<file path="config.mk">
export PLATFORM = sky130hd
export DESIGN_NAME = sa_stack_hs
export DESIGN_NICKNAME = d
export VERILOG_FILES = /design/src/rtl/sa_hs_pkg.sv /design/src/rtl/sa_rdy_flag.sv /design/src/rtl/sa_rx_stack.sv /design/src/rtl/sa_tx_stack.sv /design/src/rtl/sa_stack_hs.sv
export SDC_FILE = /design/constraint.sdc
export NUM_CORES = 1
export LEC_CHECK = 0
export BUFFER_PORTS_ARGS = -buffer_cell sky130_fd_sc_hd__buf_2
export CORE_AREA = 8 8 80 90
export CTS_BUF_LIST = sky130_fd_sc_hd__clkbuf_4 sky130_fd_sc_hd__clkbuf_8
export CTS_CLUSTER_SIZE = 8
export DETAILED_ROUTE_END_ITERATION = 8
export DIE_AREA = 0 0 88 98
export GPL_TIMING_DRIVEN = 0
export PLACE_DENSITY_LB_ADDON = 0.2
export SLEW_MARGIN = 30
export SYNTH_ARGS = -nofsm -noshare
export SYNTH_HDL_FRONTEND = slang
export SYNTH_SLANG_ARGS = --single-unit
</file>
<file path="constraint.sdc">
create_clock -name clk_i -period 2.15 [get_ports clk_i]
set_clock_uncertainty 0.1 [all_clocks]
set_input_delay 0.215 -clock clk_i [delete_from_list [all_inputs] [get_ports clk_i]]
set_output_delay 0.215 -clock clk_i [all_outputs]
set_load 0.02 [all_outputs]
</file>
<file path="src/rtl/sa_hs_pkg.sv">
`timescale 1ns/1ps
package sa_hs_pkg;
  localparam int unsigned DEF_FRM_W = 5;
  typedef enum logic {STK_RX = 1'b0, STK_TX = 1'b1} stk_sel_e;
endpackage

</file>
<file path="src/rtl/sa_rdy_flag.sv">
`timescale 1ns/1ps
module sa_rdy_flag (
  input  logic clk_i,
  input  logic rst_ni,
  input  logic sof_i,
  input  logic frz_i,
  input  logic acc_i,
  output logic rdy_o
);
  // frame 0 replaces any pending flag; access clears it otherwise
  always_ff @(posedge clk_i or negedge rst_ni) begin
    if (!rst_ni)              rdy_o <= 1'b0;
    else if (sof_i && !frz_i) rdy_o <= 1'b1;
    else if (acc_i)           rdy_o <= 1'b0;
  end
endmodule

</file>
<file path="src/rtl/sa_rx_stack.sv">
`timescale 1ns/1ps
module sa_rx_stack #(
  parameter int unsigned FRM_W = 5,
  localparam int unsigned IDX_W = FRM_W - 1,
  localparam int unsigned SA_W  = 1 << IDX_W
) (
  input  logic            clk_i,
  input  logic            rst_ni,
  input  logic            tick_i,
  input  logic [FRM_W-1:0] cnt_i,
  input  logic            sa_i,
  input  logic            commit_i,
  output logic [SA_W-1:0] hold_o
);
  logic [SA_W-1:0] stk;

  // frame 2k+1 lands in bit SA_W-1-k
  for (genvar k = 0; k < SA_W; k++) begin : g_cap
    always_ff @(posedge clk_i or negedge rst_ni) begin
      if (!rst_ni) stk[k] <= 1'b0;
      else if (tick_i && cnt_i[0] && (cnt_i[FRM_W-1:1] == IDX_W'(SA_W - 1 - k)))
        stk[k] <= sa_i;
    end
  end

  always_ff @(posedge clk_i or negedge rst_ni) begin
    if (!rst_ni)       hold_o <= '0;
    else if (commit_i) hold_o <= stk;
  end
endmodule

</file>
<file path="src/rtl/sa_tx_stack.sv">
`timescale 1ns/1ps
module sa_tx_stack #(
  parameter int unsigned FRM_W = 5,
  localparam int unsigned IDX_W = FRM_W - 1,
  localparam int unsigned SA_W  = 1 << IDX_W
) (
  input  logic             clk_i,
  input  logic             rst_ni,
  input  logic             tick_i,
  input  logic [FRM_W-1:0] cnt_i,
  input  logic             sof_i,
  input  logic             wr_i,
  input  logic [SA_W-1:0]  wdata_i,
  output logic [SA_W-1:0]  hold_o,
  output logic             sa_o
);
  logic [SA_W-1:0]  shf;
  logic [IDX_W-1:0] bit_idx;

  assign bit_idx = ~cnt_i[FRM_W-1:1];

  always_ff @(posedge clk_i or negedge rst_ni) begin
    if (!rst_ni)   hold_o <= '0;
    else if (wr_i) hold_o <= wdata_i;
  end

  // shift copy takes the pre-write holding value
  always_ff @(posedge clk_i or negedge rst_ni) begin
    if (!rst_ni)    shf <= '0;
    else if (sof_i) shf <= hold_o;
  end

  always_ff @(posedge clk_i or negedge rst_ni) begin
    if (!rst_ni)     sa_o <= 1'b1;
    else if (tick_i) sa_o <= cnt_i[0] ? shf[bit_idx] : 1'b1;
  end
endmodule

</file>
<file path="src/rtl/sa_stack_hs.sv">
`timescale 1ns/1ps
module sa_stack_hs
  import sa_hs_pkg::*;
#(
  parameter int unsigned FRM_W = DEF_FRM_W,
  localparam int unsigned SA_W = 1 << (FRM_W - 1)
) (
  input  logic             clk_i,
  input  logic             rst_ni,
  input  logic             frm_tick_i,
  input  logic [FRM_W-1:0] frm_cnt_i,
  input  logic             lfa_i,
  input  logic             rx_sa_i,
  output logic             tx_sa_o,
  input  logic             hst_sel_i,
  input  logic             hst_rd_i,
  input  logic             hst_wr_i,
  input  logic [SA_W-1:0]  hst_wdata_i,
  output logic [SA_W-1:0]  hst_rdata_o,
  output logic             rx_rdy_o,
  output logic             tx_rdy_o
);
  logic            sof, acc, rx_acc, tx_acc, tx_wr, rx_commit;
  logic [SA_W-1:0] rx_hold, tx_hold;

  assign sof       = frm_tick_i && (frm_cnt_i == '0);
  assign acc       = hst_rd_i || hst_wr_i;
  assign rx_acc    = acc && (stk_sel_e'(hst_sel_i) == STK_RX);
  assign tx_acc    = acc && (stk_sel_e'(hst_sel_i) == STK_TX);
  assign tx_wr     = hst_wr_i && (stk_sel_e'(hst_sel_i) == STK_TX);
  assign rx_commit = sof && !lfa_i;

  sa_rx_stack #(.FRM_W(FRM_W)) u_rx_stk (
    .clk_i    (clk_i),
    .rst_ni   (rst_ni),
    .tick_i   (frm_tick_i),
    .cnt_i    (frm_cnt_i),
    .sa_i     (rx_sa_i),
    .commit_i (rx_commit),
    .hold_o   (rx_hold)
  );

  sa_tx_stack #(.FRM_W(FRM_W)) u_tx_stk (
    .clk_i   (clk_i),
    .rst_ni  (rst_ni),
    .tick_i  (frm_tick_i),
    .cnt_i   (frm_cnt_i),
    .sof_i   (sof),
    .wr_i    (tx_wr),
    .wdata_i (hst_wdata_i),
    .hold_o  (tx_hold),
    .sa_o    (tx_sa_o)
  );

  sa_rdy_flag u_rx_flag (
    .clk_i  (clk_i),
    .rst_ni (rst_ni),
    .sof_i  (sof),
    .frz_i  (lfa_i),
    .acc_i  (rx_acc),
    .rdy_o  (rx_rdy_o)
  );

  sa_rdy_flag u_tx_flag (
    .clk_i  (clk_i),
    .rst_ni (rst_ni),
    .sof_i  (sof),
    .frz_i  (1'b0),
    .acc_i  (tx_acc),
    .rdy_o  (tx_rdy_o)
  );

  assign hst_rdata_o = (stk_sel_e'(hst_sel_i) == STK_TX) ? tx_hold : rx_hold;
endmodule

</file>
==> Implementation_results.wiki <==
{| class="wikitable"
! Metric !! Value
|-
| Critical path endpoint category || primary output
|-
| Reg power frac || 0.486
|-
| Number of buffers added on ports || 45
|-
| Power Internal || 2.46 mW
|-
| Width of the die || 88 um
|-
| Static Leak || 1.80 nW
|-
| Register area share after synthesis || 0.550
|-
| Post-route ant nets || 0
|-
| Initial Util || 0.524
|-
| Number of pins exceeding their max-slew limit in the final report || 0
|-
| Synth Cell Area || 0.00305 mm^2
|-
| CTS HTree Levels || 3
|-
| Average cell area after synthesis || 14.7 um^2
|-
| Hold Path Stages || 2
|-
| TNS Setup || 0 ns
|-
| Syn Nets || 237
|-
| Fraction of layout instances using a drive strength above 1 || 0.527
|-
| Clock transition time at the flip-flop clock pins of the worst setup and hold paths || 0.07 ns
|-
| Leading cell types by total area after synthesis || dfrtp_1 (54%), mux2_2 (23%), mux2_4 (5.4%), mux2_1 (3.0%), nor2_1 (1.6%)
|-
| Via/cell ratio || 5.19
|-
| Root buf cell || clkbuf_8
|-
| Unrepaired setup endpoints after global routing || false
|-
| Sw power || 0.789 mW
|-
| End of the worst register-to-register path || u_tx_stk.sa_o
|-
| Placed Cells || 334
|-
| Number of iterations in the first detailed-routing pass || 4
|-
| Starting DRT DRC Count || 46
|-
| Num CTS Buffers || 9
|-
| Detailed-route wire length || 6.44 mm
|-
| I/O pin count || 48
|-
| Ordered list of cells on the worst path || buf_2 > buf_2 > mux2_2 > buf_2
|-
| Yosys reg bits || 67
|-
| Count of cells resized by post-cts repair || 0
|-
| Worst min-delay path endpoint || u_tx_stk.hold_o[2]
|-
| CP dominant cell by count || buf_2
|-
| Routed length per placed instance || 17.7 um
|-
| Area added between synthesis and finish || 23.3%
|-
| Vias in the first global route || 2099
|-
| Pin count of the biggest net entering global routing || 51
|-
| Min-Delay Path Class || in2reg
|-
| Post-detailed-route DRC marker count || 0
|-
| Number of buffers on the longest clock path || 2
|-
| Maximum fanout encountered on the critical timing path || 10
|-
| Worst reg2reg startpoint || u_tx_stk.shf[13]
|-
| Most numerous cell types in the synthesized netlist || dfrtp_1 (66), mux2_2 (63), nor2_1 (13)
|-
| Worst VDD drop || 0.514 mV
|-
| Reg2Reg Setup Slack || 0.72 ns
|-
| Overall power consumption || 3.25 mW
|-
| Worst Setup Start Kind || input pin
|-
| Floorplan die height || 98 um
|-
| Path depth of the worst reg2reg path || 3
|-
| Hpwl dp || 4.40 mm
|-
| Total number of clock tree sinks || 67
|-
| Maxcap violations || 0
|-
| Area leader, netlist || dfrtp_1
|-
| Via count || 1883
|-
| Num rows || 30
|-
| Slowest cell delay on critical path || 0.37 ns
|-
| Total of warnings raised by yosys || 0
|-
| Share of the cycle needed by the critical path after routing || 0.762
|-
| Number of distinct library cells after synthesis || 28
|-
| Worst-Margin Slew || 0.466 ns
|-
| CTS tree || done
|-
| Final core utilization || 0.646
|-
| Fraction of post-synthesis cell area in the top cell type by area || 0.542
|-
| Remaining global-route overflow || 0
|-
| Most frequently used flop master after synthesis || dfrtp_1
|-
| Setup Viol. Count Final || 0
|-
| Endpoints failing hold || 0
|-
| Total routing resource utilization after global routing || 0.162
|-
| Placer's final routability congestion estimate || 0.872
|-
| Ys async rst share || 1.00
|-
| Number of antenna violations at the first check in global routing || 0
|-
| Share of total power in combinational logic || 0.153
|-
| Data arrival at the endpoint of the critical path || 1.32 ns
|-
| Source of the worst hold timing path || hst_wdata_i[2]
|-
| Final worst path period need || 1.64 ns
|-
| Cell count after synthesis || 208
|-
| Slew HR || 0.689
|-
| Core Area || 0.00582 mm^2
|-
| Layout net count || 307
|-
| Run status || finished, final reports clean
|-
| Number of antenna repair diodes || 0
|-
| Category of the critical setup timing path || in2out
|-
| Post-layout instance count excluding filler cells || 363
|-
| EDFF count, synth || 0
|-
| Global-route wire length before repair || 10.6 mm
|-
| Power per standard cell area || 864 mW/mm^2
|-
| Worst hold slack after final layout || 0.0156 ns
|-
| Die footprint || 0.00862 mm^2
|-
| Leading cell type by number of instances after synthesis || dfrtp_1
|-
| CP Data Required Time || 1.84 ns
|-
| Highest clock frequency the design can meet || 0.611 GHz
|-
| Slowest cell on the critical path || mux2_2
|-
| Switching share of power || 0.243
|-
| Part of the power in the clock network || 0.360
|-
| Clock insertion delay at the later pin of the skew report || 0.34 ns
|}
sequential cells by signal (all words and copies together), names as in the netlist:
| register | cells |
|---|---|
| u_rx_flag.rdy_o | 1 |
| u_rx_stk.hold_o | 16 |
| u_rx_stk.stk | 16 |
| u_tx_flag.rdy_o | 1 |
| u_tx_stk.hold_o | 16 |
| u_tx_stk.sa_o | 1 |
| u_tx_stk.shf | 16 |
power groups by stage:
| stage | sequential, mW | combinational [mW] | clock [mW] |
|---|---|---|---|
| after global placement | 1.60 | 0.468 | 0 |
| after floorplan | 1.56 | 0.362 | 0 |
| after CTS | 1.58 | 0.506 | 1.20 |
| final | 1.58 | 0.499 | 1.17 |
| after global routing | 1.60 | 0.546 | 1.25 |
| after detailed placement | 1.60 | 0.485 | 0 |
worst max path at each step:
| stage | startpoint | endpoint | slack, ns | cells past startpoint |
|---|---|---|---|---|
| 2_1_floorplan | frm_cnt_i[1] | u_rx_stk.hold_o[10] | 0.66 | 7 |
| 3_3_place_gp | hst_sel_i | u_tx_stk.hold_o[7] | 0.45 | 4 |
| 3_5_place_dp | hst_sel_i | u_tx_stk.hold_o[10] | 0.44 | 4 |
| 4_1_cts | hst_sel_i | hst_rdata_o[5] | 0.48 | 4 |
| 5_1_grt | hst_sel_i | hst_rdata_o[5] | 0.42 | 4 |
| 6_report | hst_sel_i | hst_rdata_o[5] | 0.51 | 4 |
cells in the final DEF (no fill, tap or decap), types with 2 or more instances in the layout:
| cell | instances |
|---|---|
| dlygate4sd3_1 | 13 |
| nand4b_1 | 3 |
| nand3_1 | 2 |
| nor3_1 | 4 |
| buf_2 | 48 |
| mux2_4 | 11 |
| a41oi_1 | 2 |
| clkbuf_1 | 2 |
| mux2i_1 | 2 |
| nor2_1 | 13 |
| o21ai_0 | 3 |
| nand2_1 | 7 |
| clkbuf_8 | 11 |
| nand3b_1 | 2 |
| dfrtp_1 | 66 |
| nand2b_1 | 2 |
| bufinv_16 | 2 |
| mux2_2 | 63 |
| buf_6 | 3 |
| clkinv_2 | 3 |
| mux2_1 | 8 |
| buf_4 | 2 |
final cells by class:
type / count / area, um^2
clock buffers: 11 / 151
fillers: 450 / 2060
repair buffers: 59 / 385
clock inverters: 5 / 75.1
multi-input cells: 130 / 1280
flip-flops and latches: 67 / 1680
well taps: 80 / 100
plain buffers: 11 / 88.8
through the flow:
| step | instance area, um^2 | worst slack (ns) |
|---|---|---|
| after floorplan | 3050 | 0.659 |
| after global placement | 3370 | 0.448 |
| after detailed placement | 3400 | 0.437 |
| after CTS | 3760 | 0.475 |
| after global routing | 3760 | 0.421 |
| final | 3760 | 0.512 |
cell families (layout without fill, tap and decap cells):
| kind of cell | after synthesis | in the layout | synth area share |
|---|---|---|---|
| AOI/OAI and AO/OA | 7 | 7 | 0.0152 |
| and+or+nand+nor | 37 | 37 | 0.0665 |
| muxes | 86 | 86 | 0.339 |
| buffers and inverters | 11 | 86 | 0.0291 |
| DFF | 67 | 67 | 0.550 |
per-layer routing:
metal / vias up / part of all wire / track usage
li1: 891 / - / -
met1: 943 / 0.46 / 0.208
met2: 39 / 0.49 / 0.253
met3: 10 / 0.037 / 0.0378
met4: 0 / 0.016 / 0.0676
met5: - / 0 / 0
worst max-delay path: cells and delay by family:
kind                   cells  cell delay (ns)
multiplexers               1             0.37
buffers and inverters      3             0.73
timing repair:
| item | 4_1_cts | 5_1_grt |
|---|---|---|
| endpoints found under the hold margin | 78 | 0 |
| setup endpoints to repair | 0 | 0 |
| hold buffers | 13 | 0 |
| setup buffers | 0 | 0 |
Power figures use the tool's default switching activity.
